==> src/rtl/pwd_pkg.sv <==
package pwd_pkg;

    typedef enum logic [1:0] {
        ST_FETCH = 2'd0,
        ST_HI    = 2'd1,
        ST_LO    = 2'd2,
        ST_OPND  = 2'd3
    } pwd_state_e;

    // Opcodes whose five upper bits read 01111 carry a following operand word.
    localparam logic [4:0] OPND_CLASS = 5'b01111;

    function automatic logic slot_wants_operand(input logic [4:0] top5);
        return top5 == OPND_CLASS;
    endfunction

endpackage

==> src/rtl/pwd_slot_split.sv <==
module pwd_slot_split #(
    parameter int WORD_W = 16
) (
    input  logic [WORD_W-1:0]              word,
    output logic                           is_call,
    output logic [WORD_W-1:0]              call_tgt,
    output logic [1:0][WORD_W/2-1:0]       slot_op,
    output logic [1:0]                     slot_opnd
);
    localparam int SLOT_W = WORD_W / 2;

    assign is_call  = word[WORD_W-1];
    assign call_tgt = {word[WORD_W-2:0], 1'b0};

    // Slot 1 is the upper half, slot 0 the lower half.
    for (genvar s = 0; s < 2; s++) begin : g_slot
        assign slot_op[s]   = word[s*SLOT_W +: SLOT_W];
        assign slot_opnd[s] = pwd_pkg::slot_wants_operand(slot_op[s][SLOT_W-1 -: 5]);
    end

endmodule

==> src/rtl/pwd_pc.sv <==
module pwd_pc #(
    parameter int               ADDR_W   = 16,
    parameter int               STEP     = 2,
    parameter logic [ADDR_W-1:0] RESET_PC = '0
) (
    input  logic              clk,
    input  logic              rst_n,
    input  logic              load,
    input  logic [ADDR_W-1:0] load_val,
    input  logic              step,
    output logic [ADDR_W-1:0] pc
);
    localparam logic [ADDR_W-1:0] STEP_V = ADDR_W'(STEP);

    always_ff @(posedge clk) begin
        if (!rst_n) begin
            pc <= RESET_PC;
        end else if (load) begin
            pc <= load_val;
        end else if (step) begin
            pc <= pc + STEP_V;
        end
    end

endmodule

==> src/rtl/pwd_fsm.sv <==
module pwd_fsm #(
    parameter int WORD_W = 16
) (
    input  logic              clk,
    input  logic              rst_n,
    input  logic [WORD_W-1:0] mem_rdata,
    input  logic              mem_ready,
    input  logic              redir_valid,
    input  logic              is_call,
    input  logic [1:0]        slot_opnd,
    output logic [WORD_W-1:0] word_q,
    output logic              fetch_req,
    output logic              op_valid,
    output logic              op_sel_hi,
    output logic              op_has_operand,
    output logic              call_valid
);
    import pwd_pkg::*;

    pwd_state_e state_q, state_d;
    logic       ret_lo_q;

    always_ff @(posedge clk) begin
        if (!rst_n) begin
            state_q <= ST_FETCH;
        end else begin
            state_q <= state_d;
        end
    end

    always_ff @(posedge clk) begin
        if (!rst_n) begin
            word_q   <= '0;
            ret_lo_q <= 1'b0;
        end else begin
            if (state_q == ST_FETCH && mem_ready) begin
                word_q <= mem_rdata;
            end
            if (state_q == ST_HI) begin
                ret_lo_q <= 1'b1;
            end else if (state_q == ST_LO) begin
                ret_lo_q <= 1'b0;
            end
        end
    end

    always_comb begin
        state_d = state_q;
        unique case (state_q)
            ST_FETCH: if (mem_ready) state_d = ST_HI;
            ST_HI: begin
                if (is_call)           state_d = ST_FETCH;
                else if (slot_opnd[1]) state_d = ST_OPND;
                else                   state_d = ST_LO;
            end
            ST_LO:   state_d = slot_opnd[0] ? ST_OPND : ST_FETCH;
            ST_OPND: if (mem_ready) state_d = ret_lo_q ? ST_LO : ST_FETCH;
            default: state_d = ST_FETCH;
        endcase
        if (redir_valid) begin
            state_d = ST_FETCH;
        end
    end

    always_comb begin
        fetch_req      = 1'b0;
        op_valid       = 1'b0;
        op_sel_hi      = 1'b0;
        op_has_operand = 1'b0;
        call_valid     = 1'b0;
        unique case (state_q)
            ST_FETCH: fetch_req = 1'b1;
            ST_HI: begin
                op_sel_hi  = 1'b1;
                call_valid = is_call;
                op_valid   = !is_call && !slot_opnd[1];
            end
            ST_LO: op_valid = !slot_opnd[0];
            ST_OPND: begin
                fetch_req      = 1'b1;
                op_sel_hi      = ret_lo_q;
                op_valid       = mem_ready;
                op_has_operand = mem_ready;
            end
            default: fetch_req = 1'b0;
        endcase
    end

endmodule

==> src/rtl/pword_decoder.sv <==
module pword_decoder #(
    parameter int                WORD_W   = 16,
    parameter logic [WORD_W-1:0] RESET_PC = '0
) (
    input  logic                  clk,
    input  logic                  rst_n,
    input  logic [WORD_W-1:0]     mem_rdata,
    input  logic                  mem_ready,
    input  logic                  redir_valid,
    input  logic [WORD_W-1:0]     redir_target,
    output logic                  fetch_req,
    output logic [WORD_W-1:0]     fetch_addr,
    output logic                  op_valid,
    output logic [WORD_W/2-1:0]   op_code,
    output logic                  op_has_operand,
    output logic [WORD_W-1:0]     op_operand,
    output logic                  call_valid,
    output logic [WORD_W-1:0]     call_target,
    output logic [WORD_W-1:0]     call_return
);
    localparam int WORD_BYTES = WORD_W / 8;

    logic [WORD_W-1:0]          word_q;
    logic                       is_call;
    logic [1:0][WORD_W/2-1:0]   slot_op;
    logic [1:0]                 slot_opnd;
    logic                       op_sel_hi;
    logic [WORD_W-1:0]          pc;

    pwd_slot_split #(.WORD_W(WORD_W)) split_i (
        .word      (word_q),
        .is_call   (is_call),
        .call_tgt  (call_target),
        .slot_op   (slot_op),
        .slot_opnd (slot_opnd)
    );

    pwd_fsm #(.WORD_W(WORD_W)) fsm_i (
        .clk            (clk),
        .rst_n          (rst_n),
        .mem_rdata      (mem_rdata),
        .mem_ready      (mem_ready),
        .redir_valid    (redir_valid),
        .is_call        (is_call),
        .slot_opnd      (slot_opnd),
        .word_q         (word_q),
        .fetch_req      (fetch_req),
        .op_valid       (op_valid),
        .op_sel_hi      (op_sel_hi),
        .op_has_operand (op_has_operand),
        .call_valid     (call_valid)
    );

    pwd_pc #(.ADDR_W(WORD_W), .STEP(WORD_BYTES), .RESET_PC(RESET_PC)) pc_i (
        .clk      (clk),
        .rst_n    (rst_n),
        .load     (redir_valid || call_valid),
        .load_val (redir_valid ? redir_target : call_target),
        .step     (fetch_req && mem_ready),
        .pc       (pc)
    );

    assign fetch_addr  = pc;
    assign call_return = pc;
    assign op_code     = op_sel_hi ? slot_op[1] : slot_op[0];
    assign op_operand  = op_has_operand ? mem_rdata : '0;

endmodule

==> config.mk <==
export PLATFORM = sky130hd
export DESIGN_NAME = pword_decoder
export DESIGN_NICKNAME = d
export VERILOG_FILES = /design/src/rtl/pwd_pkg.sv /design/src/rtl/pwd_slot_split.sv /design/src/rtl/pwd_pc.sv /design/src/rtl/pwd_fsm.sv /design/src/rtl/pword_decoder.sv
export SDC_FILE = /design/constraint.sdc
export NUM_CORES = 1
export LEC_CHECK = 0
export BUFFER_PORTS_ARGS = -buffer_cell sky130_fd_sc_hd__buf_2
export CORE_ASPECT_RATIO = 0.7
export CORE_UTILIZATION = 40
export CTS_CLUSTER_SIZE = 24
export DETAILED_ROUTE_END_ITERATION = 12
export PLACE_DENSITY_LB_ADDON = 0.15
export SLEW_MARGIN = 20
export SYNTH_ARGS = -nofsm -noshare
export SYNTH_HDL_FRONTEND = slang
export SYNTH_SLANG_ARGS = --single-unit
==> constraint.sdc <==
create_clock -name clk -period 1.8 [get_ports clk]
set_input_delay 0.09 -clock clk [delete_from_list [all_inputs] [get_ports clk]]
set_output_delay 0.09 -clock clk [all_outputs]
set_load 0.005 [all_outputs]
==> results.sh, run 1 <==
export IMPL_drive_gt1_share_pct=44.7
export IMPL_dpl_cell_count=493
export IMPL_max_clock_path_buffers=2
export IMPL_ys_warnings_count=0
export IMPL_start_kind="register"
export IMPL_power_density_mw_per_mm2=653
export IMPL_globalRouteTotalUtil_pct=26.3
export IMPL_cts_htree_levels=2
export IMPL_clk_pin_slew_ns=0.08
export IMPL_netlist_cell_type_count=51
export IMPL_synth_async_reset_ratio_pct=0
export IMPL_worst_path_cell_with_the_longest_stage_delay="dfxtp_2"
export IMPL_leakage_power_summed_over_all_cells_nw=1.69
export IMPL_first_pass_iters=4
export IMPL_nets=471
export IMPL_vias_per_cell=5.54
export IMPL_clk_tree_root_cell="clkbuf_8"
export IMPL_antenna_nets_post_route=0
export IMPL_post_layout_total_power_mw=2.18
export IMPL_layout_common_cells="buf_2, nand2_1, buf_4"
export IMPL_power_switching_uw=644
export IMPL_syn_nets=353
export IMPL_syn_mean_instance_area_um2=7.58
export IMPL_timing_max_cap_violations=0
export IMPL_start_util_pct=43.2
export IMPL_grt_overflow_total=0
export IMPL_required_ns=1.71
export IMPL_routed_wire_length_per_instance_um=16.4
export IMPL_comb_power_share_pct=24.6
export IMPL_crit_path_max_fanout=8
export IMPL_setup_worst_path_end_class="output port"
export IMPL_first_global_vias=2396
export IMPL_tritoncts_num_sinks=35
export IMPL_arrival_ns=1.71
export IMPL_timing_final_setup_violations=0
export IMPL_grt_start_max_net_pins=27
export IMPL_stdcell_area_mm2=0.00333
export IMPL_pre_cts_slack_ns=-0.0247
export IMPL_sw_share_pct=29.6
export IMPL_grt_first_pass_wirelength_mm=12.4
export IMPL_detailedRoute_firstIterationViolations=253
export IMPL_detailed_place_hpwl_mm=6.13
export IMPL_crit_path_frequent_cell="buf_6"
export IMPL_sequentialPowerShare_pct=40.6
export IMPL_synth_top_cell_by_area="dfxtp_1"
export IMPL_holdCritPathClass="input pin to register"
export IMPL_core_area_mm2=0.00545
export IMPL_total_number_of_vias=2782
export IMPL_buffer_ports_inserted=110
export IMPL_pin_count=112
export IMPL_num_antenna_cells=0
export IMPL_cts_tree="built"
export IMPL_dieWidth_um=93.7
export IMPL_max_slew_worst_pin_slew_ns=0.550
export IMPL_status="finished, final reports clean"
export IMPL_slew_viols_final=0
export IMPL_commonest_non_fill_non_tap_cell_in_the_layout="buf_2"
export IMPL_netlist_area_mm2=0.00236
export IMPL_ir_worst_vdd_uv=377
export IMPL_route_detailed_drc=0
export IMPL_syn2layout_area_growth_pct=41.4
export IMPL_clkPwrFrac_pct=34.8
export IMPL_place_congestion=0.880
export IMPL_critPathMaxStageDelay_ns=0.35
export IMPL_seq_area_frac_synth_pct=29.7
export IMPL_initial_antenna_violation_count=0
export IMPL_post_synth_inst_count=311
export IMPL_internal_pwr_total_mw=1.53
export IMPL_final_min_clock_period_ns=1.80
export IMPL_place_area_mm2=0.00308
export IMPL_die_h_um=66.2
export IMPL_series_of_cell_instances_along_the_critical_path="buf_6 > ha_4 > a21oi_2 > buf_6 > mux2_4 > buf_2"
export IMPL_stdcell_count=502
export IMPL_fmax_mhz=556
export IMPL_synth_enable_flop_cells=0
export IMPL_final_period_utilization_pct=99.8
export IMPL_synth_seq_cells=35
export IMPL_crit_type="register to output port"
export IMPL_die_area_mm2=0.00621
export IMPL_timing_max_slew_rel_slack_pct=63.2
export IMPL_synth_ff_type="dfxtp_1"
export IMPL_yosysTopAreaCellShare_pct=29.7
export IMPL_finalClockSkew_ns=0.00771
export IMPL_hold_violations=0
export IMPL_netlist_top_cells_area="dfxtp_1, nand2_1, a21oi_1, buf_4, and3_1"
export IMPL_crit_buf_inv=3
export IMPL_clock_latency_ns=0.29
export IMPL_cts_buffers=5
export IMPL_rsz0062_at_grt="yes"
export IMPL_floorplan_rows=22
export IMPL_drt_total_wl_mm=8.25
export IMPL_critical_path_top_delay_family="buffers and inverters"
export IMPL_worst_slack_ns=0.00294
-- timing repair --
action,CTS,global route
hold buffers,0,0
cloned,0,1
pin swaps,1,3
resized for setup,8,27
setup buffers,0,0
setup endpoints to repair,12,15
-- through the flow --
step                      utilization, %  hold slack, ns  TNS [ns]
after global placement              56.5           0.343         0
after global routing                61.1          0.0411    -0.283
final                               61.1          0.0364         0
after floorplan                        -           0.226  -0.00658
after detailed placement            56.5           0.346   -0.0247
after CTS                           59.2          0.0284         0
-- kinds of logic after synthesis --
kind of cell	share of synthesized area, %
simple gates	32.3
compound gates	17.7
buf+inv	10.1
flops	29.7
mux	6.48
fa+ha+maj	3.19
other cells	0.159
xor+xnor	0.372
-- power by group through the flow --
stage	combinational, mW	sequential, mW	clock [mW]
after global placement	0.487	0.896	0
after detailed placement	0.489	0.898	0
after global routing	0.585	0.892	0.807
after CTS	0.499	0.880	0.768
after floorplan	0.266	0.897	0
final	0.535	0.885	0.757
-- worst register-to-register path: stages (launching register included) --
cell     delay [ns]
dfxtp_2        0.38
nand4_2        0.14
or4_4          0.50
or4b_1         0.47
a31oi_1        0.17
-- routing by layer --
metal	wire, µm	vias to the layer above	GRT usage (%)
li1	-	1345	-
met1	3980	1270	39.2
met2	3390	156	38.5
met3	811	11	4.37
met4	70	0	6.35
met5	0	-	0
-- final timing paths --
kind,to,slack [ns],cells after the start,from
worst min register to register,pc_i.pc[0],0.51,2,pc_i.pc[0]
worst max register to register,pc_i.pc[14],0.07,4,pc_i.pc[2]
worst min-delay path,fsm_i.word_q[2],0.04,3,mem_rdata[2]
worst max-delay path,op_code[3],0.003,6,fsm_i.state_q[0]
-- synthesized netlist by cell type (2+ instances only) --
cell / n
mux2i_1: 4
nor2b_1: 6
nand2_1: 55
ha_1: 6
nand4_1: 8
nor2_1: 9
and2_1: 2
o22ai_1: 2
nand2b_1: 2
nor4_1: 5
o21ai_0: 6
nand3_1: 9
nor3_1: 9
mux2_2: 10
inv_1: 8
a211oi_1: 3
buf_4: 17
nand4b_1: 4
and4_2: 2
nor3b_1: 3
nand4_2: 2
clkbuf_1: 19
a31oi_1: 3
and3_1: 18
nand3b_1: 5
o211ai_1: 2
a221oi_1: 3
a21oi_1: 31
o221a_2: 2
dfxtp_1: 35
-- sequential cells by signal, indices dropped and copies added (netlist names) --
register / count
fsm_i.state_q: 2
pc_i.pc: 16
fsm_i.word_q: 16
fsm_i.ret_lo_q: 1
-- area by class of cell --
class	instances	area, µm²
inverters	9	33.8
multi-input cells	230	1530
flip-flops and latches	35	707
clock buffers	6	82.6
fillers	510	2120
clock inverters	2	35.0
well taps	72	90.1
repair buffers	148	858
No activity file was read; power rests on OpenSTA's default activity.
==> inputs of run 2 (changes only) <==
==> constraint.sdc (replaced) <==
create_clock -name clk -period 1.8 [get_ports clk]
set_input_delay 0.36 -clock clk [delete_from_list [all_inputs] [get_ports clk]]
set_output_delay 0.36 -clock clk [all_outputs]
set_load 0.005 [all_outputs]
==> results.sh, run 2 (synthesis gave the netlist of run 1 again) <==
export IMPL_critPathMaxStageDelay_ns=0.38
export IMPL_finalClockSkew_ns=0.00199
export IMPL_floorplan_rows=22
export IMPL_syn2layout_area_growth_pct=53.3
export IMPL_globalRouteTotalUtil_pct=27.3
export IMPL_tritoncts_num_sinks=35
export IMPL_commonest_non_fill_non_tap_cell_in_the_layout="buf_2"
export IMPL_drive_gt1_share_pct=50.3
export IMPL_route_detailed_drc=0
export IMPL_crit_buf_inv=2
export IMPL_worst_r2r_startpoint="fsm_i.state_q[1]"
export IMPL_registers_with_the_most_flip_flops="fsm_i.word_q x16, pc_i.pc x16, fsm_i.state_q x2"
export IMPL_ir_worst_vdd_uv=272
export IMPL_timing_max_cap_violations=0
export IMPL_required_ns=1.44
export IMPL_timing_max_slew_rel_slack_pct=64.8
export IMPL_timing_final_setup_violations=11
export IMPL_num_antenna_cells=0
export IMPL_num_fill_cells=490
export IMPL_dieWidth_um=93.7
export IMPL_max_slew_worst_pin_slew_ns=0.527
export IMPL_core_area_mm2=0.00545
export IMPL_power_density_mw_per_mm2=573
export IMPL_drt_total_wl_mm=8.39
export IMPL_arrival_ns=1.60
export IMPL_place_congestion=0.948
export IMPL_area_of_combinational_cells_with_multiple_inputs_mm2=0.00164
export IMPL_reg2reg_setup_slack_ns=-0.15
export IMPL_clk_pin_slew_ns=0.07
export IMPL_max_clock_path_buffers=2
export IMPL_antenna_nets_post_route=0
export IMPL_start_util_pct=43.2
export IMPL_die_h_um=66.2
export IMPL_worstHoldEndpoint="pc_i.pc[1]"
export IMPL_worst_path_cell_with_the_longest_stage_delay="dfxtp_4"
export IMPL_pin_count=112
export IMPL_ff_latch_area_um2=721
export IMPL_violations="setup timing"
export IMPL_pre_cts_slack_ns=-0.0248
export IMPL_depth_of_the_worst_register_to_register_path=9
export IMPL_worst_slack_ns=-0.159
export IMPL_slew_viols_final=0
export IMPL_clk_tree_root_cell="clkbuf_8"
export IMPL_vias_per_cell=5.58
export IMPL_grt_first_pass_wirelength_mm=13.0
export IMPL_timing_setup_tns_ns=-1.38
export IMPL_initial_antenna_violation_count=0
export IMPL_setup_worst_path_end_class="output port"
export IMPL_crit_path_max_fanout=8
export IMPL_leakage_power_summed_over_all_cells_nw=1.79
export IMPL_clock_latency_ns=0.29
export IMPL_start_kind="register"
export IMPL_die_area_mm2=0.00621
export IMPL_routed_wire_length_per_instance_um=16.2
export IMPL_buffer_ports_inserted=110
export IMPL_cts_htree_levels=2
export IMPL_status="finished with violations"
export IMPL_place_area_mm2=0.00314
export IMPL_detailedRoute_firstIterationViolations=198
export IMPL_cts_tree="built"
export IMPL_first_global_vias=2490
export IMPL_detailed_place_hpwl_mm=6.15
export IMPL_timing_rr_end="pc_i.pc[10]"
export IMPL_hold_bufs_inserted_after_cts=0
export IMPL_layout_common_cells="buf_2, nand2_1, buf_4"
export IMPL_holdCritPathClass="input pin to register"
export IMPL_critical_path_top_delay_family="flip-flops"
export IMPL_fmax_mhz=510
export IMPL_final_min_clock_period_ns=1.96
export IMPL_dpl_cell_count=499
export IMPL_stdcell_count=517
export IMPL_hold_violations=0
export IMPL_hold_depth=3
export IMPL_final_period_utilization_pct=109
export IMPL_crit_type="register to output port"
export IMPL_stdcell_area_mm2=0.00361
export IMPL_hold_path_startpoint="redir_target[1]"
export IMPL_cts_buffers=5
export IMPL_grt_start_max_net_pins=27
export IMPL_grt_overflow_total=0
export IMPL_series_of_cell_instances_along_the_critical_path="ha_4 > a21oi_4 > buf_12 > mux2_4 > buf_6"
export IMPL_rsz0062_at_grt="yes"
export IMPL_first_pass_iters=5
export IMPL_nets=486
export IMPL_total_number_of_vias=2886
==> run 2: cell types whose count changed in the layout (fill, tap and decap cells not counted), sizes merged <==
cell,delta
buf,+15
clkinvlp,+1
bufinv,-1
==> run 2: worst register-to-register path, stage by stage, from the launching register on <==
cell and delay (ns):
dfxtp_4 0.38, inv_4 0.04, ha_4 0.16, buf_4 0.13
buf_6 0.12, buf_6 0.11, a21o_4 0.24, or3_4 0.39
mux2_4 0.27, o21ai_2 0.05
==> run 2: routing by layer <==
layer  GRT usage (%)  share of wire (%)
met1            41.6                 50
met2            39.9                 42
met3            4.48                7.0
met4            4.62                1.1
met5               0                  0
==> run 2: layout make-up <==
type / instances / share of cell area, %
timing repair buffer: 163 / 28.7
clock inverter: 2 / 0.347
inverter: 9 / 1.07
sequential: 35 / 20.0
clock buffer: 6 / 2.01
multi-input combinational: 230 / 45.4
tap: 72 / 2.49
==> run 2: worst max path at each step <==
stage                          start           to  cells after the start
finish              fsm_i.state_q[0]   op_code[3]                      5
global placement    fsm_i.state_q[1]   op_code[7]                      6
global route        fsm_i.state_q[1]   op_code[3]                      6
detailed placement  fsm_i.state_q[0]  pc_i.pc[10]                      6
floorplan           fsm_i.state_q[0]  pc_i.pc[10]                      7
CTS                 fsm_i.state_q[1]   op_code[7]                      6
==> run 2: what timing repair did <==
action | in CTS | in global routing
pin swaps | 3 | 13
endpoints found under the setup margin | 21 | 17
gates resized for setup | 37 | 38
setup buffers | 2 | 9
==> run 2: where the power goes <==
part           total, mW  switching (mW)  internal [mW]
logic              0.614           0.299          0.315
clock network      0.573           0.303          0.271
registers          0.883          0.0601          0.823
total               2.07           0.662           1.41
==> run 2: metrics by stage <==
| step | util [%] | power, mW | hold slack, ns |
|---|---|---|---|
| 2_1_floorplan | - | 1.16 | 0.471 |
| 6_report | 66.3 | 2.07 | 0.309 |
| 3_3_place_gp | 57.6 | 1.40 | 0.479 |
| 3_5_place_dp | 57.6 | 1.41 | 0.491 |
| 5_1_grt | 66.3 | 2.18 | 0.311 |
| 4_1_cts | 62.4 | 2.02 | 0.312 |
==> inputs of run 3 (changes only) <==
--- a/config.mk
+++ b/config.mk
@@ -6,7 +6,6 @@
 export NUM_CORES = 1
 export LEC_CHECK = 0
 export BUFFER_PORTS_ARGS = -buffer_cell sky130_fd_sc_hd__buf_2
-export CORE_ASPECT_RATIO = 0.7
 export CORE_UTILIZATION = 40
 export CTS_CLUSTER_SIZE = 24
 export DETAILED_ROUTE_END_ITERATION = 12
==> results.sh, run 3 (synthesis gave the netlist of run 1 again) <==
export IMPL_grt_first_pass_wirelength_mm=13.0
export IMPL_worst_slack_ns=-0.223
export IMPL_floorplan_rows=27
export IMPL_globalRouteTotalUtil_pct=27.2
export IMPL_global_route_usage_met1_pct=36.3
export IMPL_timing_rr_end="pc_i.pc[10]"
export IMPL_series_of_cell_instances_along_the_critical_path="inv_4 > ha_4 > a21oi_4 > buf_12 > mux2_4 > buf_6"
export IMPL_worst_r2r_startpoint="fsm_i.state_q[1]"
export IMPL_crit_path_end="op_code[6]"
export IMPL_grt_overflow_total=0
export IMPL_timing_max_cap_violations=0
export IMPL_total_number_of_vias=2879
export IMPL_routed_wire_length_per_instance_um=16.4
export IMPL_power_switching_uw=690
export IMPL_worst_setup_path_startpoint="fsm_i.state_q[1]"
export IMPL_leakage_power_summed_over_all_cells_nw=1.79
export IMPL_crit_buf_inv=3
export IMPL_power_density_mw_per_mm2=605
export IMPL_ir_worst_vdd_uv=337
export IMPL_crit_type="register to output port"
export IMPL_worst_path_cell_with_the_longest_stage_delay="dfxtp_4"
export IMPL_rsz0062_at_grt="yes"
export IMPL_tritoncts_num_sinks=35
export IMPL_fmax_mhz=494
export IMPL_slew_viols_final=0
export IMPL_final_min_clock_period_ns=2.02
export IMPL_commonest_non_fill_non_tap_cell_in_the_layout="buf_2"
export IMPL_ff_latch_area_um2=709
export IMPL_sequentialPowerShare_pct=40.4
export IMPL_reg2reg_setup_slack_ns=-0.10
export IMPL_first_pass_iters=4
export IMPL_sw_share_pct=31.7
export IMPL_start_util_pct=42.0
export IMPL_layout_common_cells="buf_2, nand2_1, buf_4"
export IMPL_die_area_mm2=0.00620
export IMPL_first_global_vias=2557
export IMPL_drt_total_wl_mm=8.51
export IMPL_cts_tree="built"
export IMPL_start_kind="register"
export IMPL_pin_count=112
export IMPL_setup_worst_path_end_class="output port"
export IMPL_syn2layout_area_growth_pct=52.8
export IMPL_timing_final_setup_violations=16
export IMPL_crit_path_max_fanout=7
export IMPL_area_of_combinational_cells_with_multiple_inputs_mm2=0.00159
export IMPL_num_fill_cells=491
export IMPL_max_clock_path_buffers=2
export IMPL_global_routing_usage_on_met2_pct=43.3
export IMPL_num_antenna_cells=0
export IMPL_internal_pwr_total_mw=1.49
export IMPL_met3_usage_pct=4.83
export IMPL_die_h_um=78.7
export IMPL_holdCritPathClass="input pin to register"
export IMPL_finalClockSkew_ns=0.00877
export IMPL_route_detailed_drc=0
export IMPL_violations="setup timing"
export IMPL_clk_tree_root_cell="clkbuf_8"
export IMPL_place_congestion=0.932
export IMPL_clock_latency_ns=0.31
export IMPL_nets=488
export IMPL_buffer_ports_inserted=110
export IMPL_detailedRoute_firstIterationViolations=215
export IMPL_final_period_utilization_pct=112
export IMPL_cp_num_cells=6
export IMPL_dieWidth_um=78.7
export IMPL_drive_gt1_share_pct=48.8
export IMPL_clk_pin_slew_ns=0.08
export IMPL_required_ns=1.44
export IMPL_stdcell_count=519
export IMPL_comb_power_share_pct=28.1
export IMPL_clkPwrFrac_pct=31.5
export IMPL_depth_of_the_worst_register_to_register_path=9
export IMPL_core_area_mm2=0.00561
export IMPL_cts_buffers=5
export IMPL_max_slew_worst_pin_slew_ns=0.516
export IMPL_dpl_cell_count=502
export IMPL_hold_violations=0
export IMPL_holdWs_ns=0.289
export IMPL_status="finished with violations"
export IMPL_initial_antenna_violation_count=0
export IMPL_antenna_nets_post_route=0
export IMPL_critPathMaxStageDelay_ns=0.38
export IMPL_arrival_ns=1.66
export IMPL_hold_bufs_inserted_after_cts=0
export IMPL_vias_per_cell=5.55
export IMPL_grt_start_max_net_pins=27
export IMPL_cts_htree_levels=2
export IMPL_gr_max_usage_layer="met2"
export IMPL_detailed_place_hpwl_mm=6.12
export IMPL_critical_path_top_delay_family="flip-flops"
export IMPL_registers_with_the_most_flip_flops="fsm_i.word_q x16, pc_i.pc x16, fsm_i.state_q x2"
export IMPL_timing_max_slew_rel_slack_pct=65.5
## run 3: cell count changes in the layout (fill, tap and decap cells not counted), sizes merged
cell | previous run | this run
clkinv | 2 | 1
clkbuf | 6 | 7
buf | 163 | 165
## run 3: how the worst min path moves through the flow
| stage | start | endpoint | slack, ns | cells after the start |
|---|---|---|---|---|
| 2_1_floorplan | fsm_i.word_q[10] | fsm_i.word_q[10] | 0.47 | 2 |
| 3_3_place_gp | fsm_i.word_q[9] | fsm_i.word_q[9] | 0.48 | 2 |
| 3_5_place_dp | fsm_i.word_q[9] | fsm_i.word_q[9] | 0.48 | 2 |
| 4_1_cts | redir_target[1] | pc_i.pc[1] | 0.29 | 3 |
| 5_1_grt | mem_rdata[15] | fsm_i.word_q[15] | 0.30 | 3 |
| 6_report | redir_target[1] | pc_i.pc[1] | 0.29 | 3 |
## run 3: final cells by class
type | count | share of cell area, %
well taps | 72 | 2.50
clock inverters | 1 | 0.209
clock buffers | 7 | 2.68
flip-flops and latches | 35 | 19.7
repair buffers | 165 | 29.6
multi-input cells | 230 | 44.2
inverters | 9 | 1.01
## run 3: power by group through the flow
stage / sequential [mW] / clock [mW] / combinational (mW)
2_1_floorplan: 0.897 / 0 / 0.267
3_3_place_gp: 0.892 / 0 / 0.512
3_5_place_dp: 0.894 / 0 / 0.518
4_1_cts: 0.878 / 0.678 / 0.534
5_1_grt: 0.887 / 0.710 / 0.663
6_report: 0.880 / 0.685 / 0.610
## run 3: worst reg2reg max path: stages, from the launching register on
cell	delay, ns
dfxtp_4	0.38
inv_4	0.05
ha_4	0.17
buf_4	0.13
buf_6	0.11
buf_6	0.11
a21o_4	0.23
or3_1	0.32
mux2_2	0.26
o21ai_0	0.06
## run 3: what timing repair did
| item | CTS | global route |
|---|---|---|
| setup buffers | 3 | 6 |
| pin swaps | 1 | 14 |
| cloned | 0 | 0 |
| endpoints found under the setup margin | 31 | 38 |
| gates resized for setup | 16 | 47 |
## run 3: through the flow
stage / power (mW) / setup TNS, ns / cell area [µm²] / utilization (%) / worst slack [ns]
2_1_floorplan: 1.16 / -0.0231 / 2370 / - / -0.0231
3_3_place_gp: 1.40 / -0.00449 / 3160 / 56.4 / -0.00449
3_5_place_dp: 1.41 / -0.137 / 3160 / 56.4 / -0.0693
4_1_cts: 2.09 / -1.78 / 3340 / 59.6 / -0.211
5_1_grt: 2.26 / -2.96 / 3600 / 64.2 / -0.241
6_report: 2.18 / -2.29 / 3600 / 64.2 / -0.223
## run 3: metal layers
| layer | up-vias | wire length (µm) |
|---|---|---|
| met1 | 1355 | 3780 |
| li1 | 1377 | - |
| met4 | 0 | 158 |
| met2 | 132 | 3910 |
| met5 | - | 0 |
| met3 | 15 | 655 |
